[src/rtl/mc12_pkg.sv]
package mc12_pkg;
  localparam int WORD_W = 12;
  localparam int OFF_W  = 7;
  localparam int PAGE_W = WORD_W - OFF_W;
  localparam int OP_MSB = WORD_W - 1;
  localparam int IND_BIT = 8;
  localparam int PAGE_BIT = 7;
  // operate field positions
  localparam int GRP_BIT = 8;
  localparam int CLA_BIT = 7;
  localparam int CLL_BIT = 6;
  localparam int CMA_BIT = 5;
  localparam int CML_BIT = 4;
  localparam int HLT_BIT = 1;
  localparam int IAC_BIT = 0;
  localparam logic [1:0] OPR_LAST = 2'd2;

  typedef enum logic [2:0] {
    ST_F0, ST_F1, ST_F2, ST_E0, ST_E1
  } state_e;

  typedef enum logic [2:0] {
    OP_AND = 3'd0, OP_TAD = 3'd1, OP_ISZ = 3'd2, OP_DCA = 3'd3,
    OP_JMS = 3'd4, OP_JMP = 3'd5, OP_IOT = 3'd6, OP_OPR = 3'd7
  } opcode_e;
endpackage

[src/rtl/mc12_ea.sv]
module mc12_ea import mc12_pkg::*; #(
  parameter int AI_BASE  = 8,
  parameter int AI_COUNT = 8
) (
  input  logic [IND_BIT:0]      word,
  input  logic [PAGE_W-1:0]     pc_page,
  output logic [WORD_W-1:0]     ea,
  output logic                  ai_hit
);
  localparam int AI_LAST = AI_BASE + AI_COUNT - 1;

  logic [OFF_W-1:0] off;
  assign off = word[OFF_W-1:0];
  assign ea  = word[PAGE_BIT] ? {pc_page, off} : {{PAGE_W{1'b0}}, off};

  generate
    if (AI_COUNT > 0) begin : g_ai
      assign ai_hit = word[IND_BIT] && !word[PAGE_BIT] &&
                      (32'(off) >= AI_BASE) && (32'(off) <= AI_LAST);
    end else begin : g_no_ai
      assign ai_hit = 1'b0;
    end
  endgenerate
endmodule

[src/rtl/mc12_opr.sv]
module mc12_opr import mc12_pkg::*; (
  input  logic [1:0]        step,
  input  logic              grp,
  input  logic              cla,
  input  logic              cll,
  input  logic              cma,
  input  logic              cml,
  input  logic              iac,
  input  logic [WORD_W-1:0] acc_i,
  input  logic              link_i,
  output logic [WORD_W-1:0] acc_o,
  output logic              link_o
);
  always_comb begin
    acc_o  = acc_i;
    link_o = link_i;
    case (step)
      2'd0: begin
        if (cla) acc_o = '0;
        if (!grp && cll) link_o = 1'b0;
      end
      2'd1: begin
        if (!grp && cma) acc_o = ~acc_i;
        if (!grp && cml) link_o = ~link_i;
      end
      2'd2: begin
        if (!grp && iac) {link_o, acc_o} = {link_i, acc_i} + 1'b1;
      end
      default: ;
    endcase
  end
endmodule

[src/rtl/mc12_seq.sv]
module mc12_seq import mc12_pkg::*; (
  input  logic    clk,
  input  logic    rst_n,
  input  logic    run,
  input  opcode_e op,
  input  logic    ind,
  input  logic    ai_pend,
  input  logic    hlt_req,
  output state_e  state,
  output logic [1:0] step,
  output logic    go
);
  state_e     state_n;
  logic [1:0] step_n;
  logic       lock_q, lock_n;

  assign go = run && !lock_q;

  always_comb begin
    state_n = state;
    step_n  = '0;
    case (state)
      ST_F0: if (go) state_n = ST_F1;
      ST_F1: begin
        if (op == OP_OPR || op == OP_IOT) state_n = ST_E0;
        else if (ind)                     state_n = ST_F2;
        else                              state_n = ST_E0;
      end
      ST_F2: state_n = ST_E0;
      ST_E0: begin
        if (op == OP_OPR && step != OPR_LAST) begin
          state_n = ST_E0;
          step_n  = step + 1'b1;
        end else if (ai_pend) begin
          state_n = ST_E1;
        end else begin
          state_n = ST_F0;
        end
      end
      ST_E1: state_n = ST_F0;
      default: state_n = ST_F0;
    endcase
  end

  always_comb begin
    if (hlt_req)   lock_n = 1'b1;
    else if (!run) lock_n = 1'b0;
    else           lock_n = lock_q;
  end

  always_ff @(posedge clk or negedge rst_n) begin
    if (!rst_n) begin
      state  <= ST_F0;
      step   <= '0;
      lock_q <= 1'b0;
    end else begin
      state  <= state_n;
      step   <= step_n;
      lock_q <= lock_n;
    end
  end


  ind_path_chk: assert property (@(posedge clk) disable iff (!rst_n)
    (state == ST_F2) |-> ($past(state) == ST_F1));


  ai_wb_chk: assert property (@(posedge clk) disable iff (!rst_n)
    (state == ST_E1) |-> ($past(state) == ST_E0));


  opr_loop_chk: assert property (@(posedge clk) disable iff (!rst_n)
    (state == ST_E0 && $past(state) == ST_E0) |-> (op == OP_OPR));


  hlt_stop_chk: assert property (@(posedge clk) disable iff (!rst_n)
    hlt_req |=> (state == ST_F0 && !go));
endmodule

[src/rtl/mc12_core.sv]
module mc12_core import mc12_pkg::*; #(
  parameter int AI_BASE  = 8,
  parameter int AI_COUNT = 8
) (
  input  logic              clk,
  input  logic              rst_n,
  input  logic              run,
  output logic [WORD_W-1:0] mem_addr,
  output logic [WORD_W-1:0] mem_wdata,
  output logic              mem_we,
  input  logic [WORD_W-1:0] mem_rdata,
  output logic [WORD_W-1:0] acc,
  output logic              link,
  output logic [WORD_W-1:0] pc,
  output logic              idle
);
  state_e            state;
  logic [1:0]        step;
  logic              go;
  logic [WORD_W-1:0] ir_q, ea_q, ea_dir, ptr_n, isz_val;
  logic [WORD_W-1:0] acc_n, pc_n, ea_n, ir_n, opr_acc;
  logic              link_n, ai_q, ai_n, ai_hit, opr_link, hlt_req, ir_ld;
  logic              cur_ind;
  logic [WORD_W:0]   tad_sum;
  opcode_e           cur_op;

  // in F1 the instruction is still on the read bus; later it sits in ir_q
  assign cur_op  = opcode_e'((state == ST_F1) ? mem_rdata[OP_MSB -: 3] : ir_q[OP_MSB -: 3]);
  assign cur_ind = (state == ST_F1) ? mem_rdata[IND_BIT] : ir_q[IND_BIT];
  assign ptr_n   = ai_q ? mem_rdata + 1'b1 : mem_rdata;
  assign isz_val = mem_rdata + 1'b1;
  assign tad_sum = {1'b0, acc} + {1'b0, mem_rdata};
  assign hlt_req = (state == ST_E0) && (cur_op == OP_OPR) && ir_q[GRP_BIT] &&
                   ir_q[HLT_BIT] && (step == OPR_LAST);
  assign idle    = (state == ST_F0) && !go;
  assign ir_ld   = (state == ST_F1);

  mc12_seq u_seq (
    .clk, .rst_n, .run, .op(cur_op), .ind(cur_ind), .ai_pend(ai_q),
    .hlt_req, .state, .step, .go
  );

  mc12_ea #(.AI_BASE(AI_BASE), .AI_COUNT(AI_COUNT)) u_ea (
    .word(mem_rdata[IND_BIT:0]), .pc_page(pc[WORD_W-1:OFF_W]),
    .ea(ea_dir), .ai_hit
  );

  mc12_opr u_opr (
    .step, .grp(ir_q[GRP_BIT]), .cla(ir_q[CLA_BIT]), .cll(ir_q[CLL_BIT]),
    .cma(ir_q[CMA_BIT]), .cml(ir_q[CML_BIT]), .iac(ir_q[IAC_BIT]),
    .acc_i(acc), .link_i(link), .acc_o(opr_acc), .link_o(opr_link)
  );

  always_comb begin
    acc_n = acc;  link_n = link;  pc_n = pc;
    ir_n  = mem_rdata;  ea_n = ea_q;  ai_n = ai_q;
    mem_addr = pc;  mem_wdata = acc;  mem_we = 1'b0;
    case (state)
      ST_F0: ai_n = 1'b0;
      ST_F1: begin
        pc_n     = pc + 1'b1;
        ea_n     = ea_dir;
        ai_n     = ai_hit && (cur_op != OP_IOT) && (cur_op != OP_OPR);
        mem_addr = ea_dir;
      end
      ST_F2: begin
        ea_n     = ptr_n;
        mem_addr = ptr_n;
      end
      ST_E0: begin
        mem_addr = ea_q;
        case (cur_op)
          OP_AND: acc_n = acc & mem_rdata;
          OP_TAD: begin
            acc_n  = tad_sum[WORD_W-1:0];
            link_n = link ^ tad_sum[WORD_W];
          end
          OP_ISZ: begin
            mem_we    = 1'b1;
            mem_wdata = isz_val;
            if (isz_val == '0) pc_n = pc + 1'b1;
          end
          OP_DCA: begin
            mem_we    = 1'b1;
            mem_wdata = acc;
            acc_n     = '0;
          end
          OP_JMS: begin
            mem_we    = 1'b1;
            mem_wdata = pc;
            pc_n      = ea_q + 1'b1;
          end
          OP_JMP: pc_n = ea_q;
          OP_OPR: begin
            acc_n  = opr_acc;
            link_n = opr_link;
          end
          default: ;
        endcase
      end
      ST_E1: begin
        mem_addr  = {{PAGE_W{1'b0}}, ir_q[OFF_W-1:0]};
        mem_wdata = ea_q;
        mem_we    = 1'b1;
      end
      default: ;
    endcase
  end

  always_ff @(posedge clk or negedge rst_n) begin
    if (!rst_n) begin
      acc  <= '0;
      link <= 1'b0;
      pc   <= '0;
      ir_q <= '0;
      ea_q <= '0;
      ai_q <= 1'b0;
    end else begin
      acc  <= acc_n;
      link <= link_n;
      pc   <= pc_n;
      ea_q <= ea_n;
      ai_q <= ai_n;
      if (ir_ld) ir_q <= ir_n;
    end
  end


  idle_hold_chk: assert property (@(posedge clk) disable iff (!rst_n)
    idle |=> ($stable(pc) && $stable(acc) && $stable(link)));


  wr_phase_chk: assert property (@(posedge clk) disable iff (!rst_n)
    mem_we |-> (state == ST_E0 || state == ST_E1));


  isz_skip_chk: assert property (@(posedge clk) disable iff (!rst_n)
    (state == ST_E0 && cur_op == OP_ISZ && mem_rdata == '1) |=> (pc == $past(pc) + 1'b1));


  ai_wr_chk: assert property (@(posedge clk) disable iff (!rst_n)
    (state == ST_E1) |-> (mem_we && mem_addr[WORD_W-1:OFF_W] == '0));
endmodule

[config.mk]
export PLATFORM = sky130hd
export DESIGN_NAME = mc12_core
export DESIGN_NICKNAME = d
export VERILOG_FILES = /design/src/rtl/mc12_pkg.sv /design/src/rtl/mc12_ea.sv /design/src/rtl/mc12_opr.sv /design/src/rtl/mc12_seq.sv /design/src/rtl/mc12_core.sv
export SDC_FILE = /design/constraint.sdc
export NUM_CORES = 1
export LEC_CHECK = 0
export BUFFER_PORTS_ARGS = -buffer_cell sky130_fd_sc_hd__buf_4
export CORE_ASPECT_RATIO = 0.5
export CORE_UTILIZATION = 60
export DETAILED_ROUTE_END_ITERATION = 12
export PLACE_DENSITY = 0.91
export RECOVER_POWER = 50
export SYNTH_ARGS = -nofsm -noshare
export SYNTH_HDL_FRONTEND = slang
export SYNTH_HIERARCHICAL = 1
export SYNTH_SLANG_ARGS = --single-unit
[constraint.sdc]
create_clock -name clk -period 3.7 [get_ports clk]
set_clock_uncertainty 0.05 [all_clocks]
set_input_delay 0 -clock clk [delete_from_list [all_inputs] [get_ports clk]]
set_output_delay 0 -clock clk [all_outputs]
set_load 0.005 [all_outputs]
Word level (Yosys, flattened, before mapping)
Cells that the tools add are included.
- add/subtract/negate cells: 6
- magnitude comparators: 2
- equal/unequal tests: 26
- mux-type cells: 34
- bitwise logic cells: 4
- reduce and logical (&&, ||, !) cells: 34
- operators with widths (kind ; number):
    12-bit case mux with 2 select lines ; 4
    12-bit case mux with 4 select lines ; 2
    12-bit 2-to-1 mux ; 6
    12-bit case mux with 3 select lines ; 2
    12-bit by 1-bit adder with 12-bit output (second input constant) ; 3
    1-bit logical AND ; 16
    3-bit == test (second input constant) ; 5
    3-bit 2-to-1 mux ; 5
    12-bit by 12-bit adder with 13-bit output ; 1
    13-bit by 1-bit adder with 13-bit output (second input constant) ; 1
    12-bit bitwise AND ; 1
    3-bit by 2-bit == test with 1-bit output (second input constant) ; 4
    12-bit logical NOT ; 1
    3-bit by 2-bit != test with 1-bit output (second input constant) ; 4
    3-bit != test (second input constant) ; 4
    12-bit NOT ; 1
    3-bit case mux with 4 select lines ; 1
    6-bit AND reduction ; 2
    1-bit 2-to-1 mux ; 8
    4-bit by 1-bit != test with 1-bit output (second input constant) ; 2
    2-bit nonzero test ; 4
    7-bit by 4-bit >= comparator with 1-bit output (second input constant) ; 1
    7-bit by 4-bit less-or-equal comparator with 1-bit output (second input constant) ; 1
    3-bit by 1-bit == test with 1-bit output (second input constant) ; 2
    other kinds (17) ; 25
- register bits: 56
- bits of input ports: 15
- output and inout bits: 51
- logic and storage cells: 115

Logic depth before layout (Yosys ltp)
- depth in word-level cells: 8
- depth in mapped cells: 12
- depth with buffers taken out: 10

Cells and area by module
The synthesis kept the hierarchy.
- modules (own cells, without submodules) (module ; times used ; cells each ; area an instance (µm²) ; seq. area each (µm²)):
    mc12_core ; 1 ; 556 ; 4419.2 ; 1251.2
    mc12_opr ; 1 ; 104 ; 673.1 ; 0.0
    mc12_seq ; 1 ; 25 ; 266.5 ; 150.1
    mc12_ea ; 1 ; 14 ; 111.4 ; 0.0

Worst setup path after synthesis
OpenSTA, ideal clock, no wires.
- kind: register to register
- from: register acc[0]
- to: register link
- setup time: 126 ps
- arrival: 2391 ps
- data required time: 3524 ps
- path slack: 1133 ps
- cell stages (with the launch flop): 11
- buffers on the path: 0
- period minus slack after synthesis: 2567 ps
- path through: dfrtp_1 -> ha_1 -> inv_1 -> fa_1 -> nor2b_1 -> o21ai_0 -> a21oi_1 -> o41ai_1 -> o311ai_0 -> mux2i_1 -> a311o_1
- longest elaborated chain between the ends: 4
- elaborated cells between the ends (all ways): 6
- those cells by class: add/sub: 2; mux: 3; bitwise: 1
- ends and longest elaborated chain (item ; RTL line ; RTL):
    from (decl) ; mc12_core.sv:12 ; output logic [WORD_W-1:0] acc,
    from (signal assigned) ; mc12_core.sv:119 ; acc <= acc_n;
    13-bit by 1-bit adder with 13-bit output ; mc12_opr.sv:27 ; if (!grp && iac) {link_o, acc_o} = {link_i, acc_i} + 1'b1;
    1-bit 2-to-1 mux ; mc12_opr.sv:27 ;
    1-bit case mux with 3 select lines ; mc12_opr.sv:17 ; case (step)
    1-bit case mux with 2 select lines * ; mc12_core.sv:72 ; case (cur_op)
    to (signal assigned) ; mc12_core.sv:120 ; link <= link_n;
    to (decl) ; mc12_core.sv:13 ; output logic link,
Mark *: on every way between the ends. The rest lies on a longest branch, timed or not. The select of a mux whose other input is x is not followed.
A chain may end at the register's enable or synchronous reset.

Worst setup path after layout
- from: register u_seq.state[1]
- to: output port mem_wdata[1]
- longest elaborated chain between the ends: 5
- elaborated cells between the ends (all ways): 8
- those cells by class: eq/ne: 5; mux: 3
- ends and longest elaborated chain (item ; RTL line ; RTL):
    from (decl) ; mc12_seq.sv:9 ; output state_e state,
    from (signal assigned) ; mc12_seq.sv:57 ; state <= state_n;
    3-bit by 1-bit == test with 1-bit output ; mc12_core.sv:28 ; assign cur_op = opcode_e'((state == ST_F1) ? mem_rdata[OP_MSB -: 3] : ir_q[OP_MSB -: 3]);
    3-bit 2-to-1 mux ; mc12_core.sv:28 ;
    3-bit == test / 3-bit by 2-bit == test with 1-bit output (equally long branches) ; mc12_core.sv:72 ;
    12-bit case mux with 2 select lines ; mc12_core.sv:72 ;
    12-bit case mux with 2 select lines * ; mc12_core.sv:58 ; case (state)
    to (decl) ; mc12_core.sv:9 ; output logic [WORD_W-1:0] mem_wdata,
Mark *: on every way between the ends. The rest lies on a longest branch, timed or not.

==> parameters.txt <==
Parameter                              Value

Cells and area
  Post-route design area    6120 µm²
  Layout area overhead    11.8%
  Count of fill cells added during filler insertion    719
  Post-route non-filler standard cell count    856
  Antenna cell count    0
  Net count of the finished layout    771
  Layout cells sized above 1    15.4%
  Fraction of the core area covered by cells at the end of the flow    69.8%

Route
  Remaining design rule violation count    0
  Initial DRT Pass Iterations    6
  Vias per cell    6.88
  Detailed Route Iter0 Violations    905
  Total Wirelength    approximately 18 mm
  Antenna-violating nets left    0
  Post-detailed-route wirelength per cell    20.5 µm
  Vias    just under 6k

STA
  Slew at the pin with the worst max-slew slack    about 1.5 ns
  Min setup slack post-route    0.635 ns
  Fmax    0.326 GHz
  Final slew viol count    0
  Worst Hold Slack    0.0183 ns
  Final worst-path cycle share    82.8%
  Post-route minimum period    3.06 ns
  Fin. Hold Viols    0
  Normalized max-slew margin    2.18%
  Setup TNS    0 ns
  Final setup violation count    0
  RSZ-0062 raised after global routing    no

Clock tree
  Number of CTS-inserted buffers    5
  Clk Tree Root Cell    clkbuf_16
  Clock tree from TritonCTS    built
  Number of sinks driven by the clock tree    56
  H-tree lvl count    2
  Buffer levels on the longest clock path    2
  Clock latency on the worst-skew pair    0.30 ns
  Post-CTS clock slew at the launch and capture registers of the worst setup and hold paths    0.08 ns
  Setup repair bufs after CTS    0

Synth
  Number of different library cells in the post-synthesis netlist    76
  Gate count of the mapped netlist    699
  Primary flip-flop cell chosen by synthesis mapping    dfrtp_1
  Total standard cell area after synthesis    5470 µm²
  Flop and latch count out of synthesis    56
  Syn Nets    732
  Proportion of register bits with asynchronous set or reset after synthesis    100%
  Number of synthesized flops with an enable pin    0
  Portion of the post-synthesis area used by sequential elements    25.6%
  Yosys warning count    6
  Average footprint of a synthesized cell    7.83 µm²

Floorplan
  Effective utilization at floorplan    62.4%
  # IOs    66
  Chip Width    137 µm
  Standard-cell row count    24
  Core Box Area    8770 µm²
  Area enclosed by the die boundary    9530 µm²
  Vertical extent of the die    around 70 µm

Place
  Pre-CTS setup slack    0.846 ns
  Global placement routability congestion    between 0.9 and 1
  Number of cells in the design after placement    844
  Port Buf Inserts    65
  Placed standard-cell area    5960 µm²
  Detailed placer's ending HPWL    12.7 mm

Pwr
  Clock share of power    approximately 9%
  Power dissipated by switching net loads    2.72 mW
  Overall Power    between 5 and 6 mW
  Switching share of power    between 50% and 60%
  Pint    ~2.7 mW
  Highest ir drop seen on vdd    478 µV
  Leakage power summed over all cells    between 2 and 3 nW
  Part of the total power dissipated in sequential elements    27.8%
  Power Density    880 nW/µm²
  Relative contribution of combinational cells to total power    63.2%

Hold path
  Path class of the lowest-slack min-delay path    input pin to flop

Critical path
  Critical path start-end classification    flop to primary output
  Crit path arrival time    about 3 ns
  Crit-path max FO    11
  Type of destination of the critical path    primary output
  Startpoint types    flop
  Data required time of the critical path    3.65 ns

Global routing
  Via count of the first global-routing pass    5337
  Antenna violations before repair    0
  First-pass GRT wire length    27.9 mm
  Largest net degree at the start of global routing    57
  All-layer global routing usage    a little under two fifths
  Global-route congestion overflow total    0

Outcome
  Result of the run    complete, no violations

Job
  Max-capacitance violation count    0
-- cell usage after synthesis (all sizes together), types with 4 or more instances --
cell / n / share of area, %
or4: 4 / 0.55
dfrtp: 56 / 26
nor2: 63 / 4.4
xor2: 21 / 3.4
inv: 18 / 1.2
nand2: 70 / 4.8
xnor2: 24 / 3.8
and3: 13 / 1.5
clkbuf: 32 / 2.2
nor2b: 12 / 1.4
a21o: 15 / 2.1
a21oi: 55 / 5.0
nor3: 17 / 1.6
mux2i: 7 / 1.3
or2: 4 / 0.46
nand3: 25 / 2.3
o22a: 14 / 2.2
o21a: 5 / 0.69
mux2: 11 / 2.3
a211oi: 5 / 0.69
o21ai: 47 / 4.4
a32oi: 5 / 0.80
nand2b: 8 / 0.91
nor3b: 8 / 1.1
nor4: 5 / 0.80
a221o: 13 / 2.4
buf: 21 / 2.7
nand4: 10 / 1.5
and2: 12 / 1.5
ha: 17 / 3.9
a31oi: 8 / 0.91
a22oi: 25 / 3.4
-- state kept, by name, summed over array words and instances, names as in the netlist --
signal,count
acc,12
ai_q,1
ea_q,12
ir_q,12
link,1
pc,12
u_seq/lock_q,1
u_seq/state,3
u_seq/step,2
-- layout make-up --
| class | count | area, µm² | area share (%) |
|---|---|---|---|
| Multi-Input combinational cell | 572 | 3730 | 61.0 |
| Tap cell | 117 | 146 | 2.39 |
| Clock inverter | 3 | 18.8 | 0.307 |
| Inverter | 18 | 67.6 | 1.10 |
| Sequential cell | 56 | 1400 | 22.9 |
| Clock buffer | 5 | 125 | 2.04 |
| Timing Repair Buffer | 85 | 627 | 10.2 |
-- cell usage in the layout, fill, tap and decap left out, types with 6 or more instances in the layout --
cell type and count:
mux2i_1 7, ha_1 17, o22a_1 14, nor2b_1 12
clkbuf_4 19, a31oi_1 8, nor3b_1 8, and3_1 12
buf_4 56, xor2_1 21, nor3_1 16, nand2b_1 8
dfrtp_1 56, inv_1 18, xnor2_1 24, and2_1 6
nand2_1 70, a22oi_1 25, nand4_1 8, o21ai_0 45
mux2_2 11, a21oi_1 55, a21o_1 15, a221o_1 13
nor2_1 62, nand3_1 25
-- layer usage --
| metal | share of wire, % | wire (µm) | GRT usage, % |
|---|---|---|---|
| met1 | 41 | 7180 | 53.3 |
| met2 | 43 | 7590 | 56.2 |
| met3 | 13 | 2330 | 10.2 |
| met4 | 2.4 | 429 | 12.2 |
| met5 | 0 | 0 | 0 |
-- worst max-delay path, cell delays in order (launching register included) --
cell and delay [ns]:
dfrtp_1 0.40, or3b_1 0.54, mux2i_1 0.20, buf_4 0.21, and3_1 0.20, o21a_1 0.17
nor2_1 0.34, buf_4 0.24, a221o_1 0.25, buf_4 0.15
-- cell families after synthesis --
logic type	after synthesis	synth area share [%]
AOI/OAI and AO/OA	222	27.4
xor gates and xnor gates	45	7.20
and+or+nand+nor	269	25.9
adders and majority gates	18	4.25
DFF	56	25.6
buffers and inverters	71	6.15
muxes	18	3.55
-- repair_timing --
item	in CTS	in global routing
hold buffers	4	0
resized for setup	0	0
hold endpoints to repair	60	0
-- path summary, 6_finish.rpt --
kind / to / slack (ns) / cells after the start / from
max in group asynchronous: acc[4] / 2.19 / 2 / rst_n
setup reg to reg: pc[6] / 0.84 / 7 / u_seq/state[1]
hold / removal: ir_q[4] / 0.02 / 2 / mem_rdata[4]
hold reg to reg: u_seq/lock_q / 0.47 / 1 / u_seq/lock_q
setup / recovery: mem_wdata[1] / 0.64 / 9 / u_seq/state[1]
min in group asynchronous: ea_q[10] / 0.54 / 2 / rst_n
-- power by group through the flow --
stage | registers [mW] | clock network (mW) | logic, mW
floorplan | 1.25 | 0 | 2.26
global placement | 1.45 | 0 | 3.26
detailed placement | 1.47 | 0 | 3.33
CTS | 1.46 | 0.488 | 3.35
global route | 1.53 | 0.519 | 3.70
finish | 1.50 | 0.486 | 3.40
Note: power is estimated with default switching activity, not from simulation.
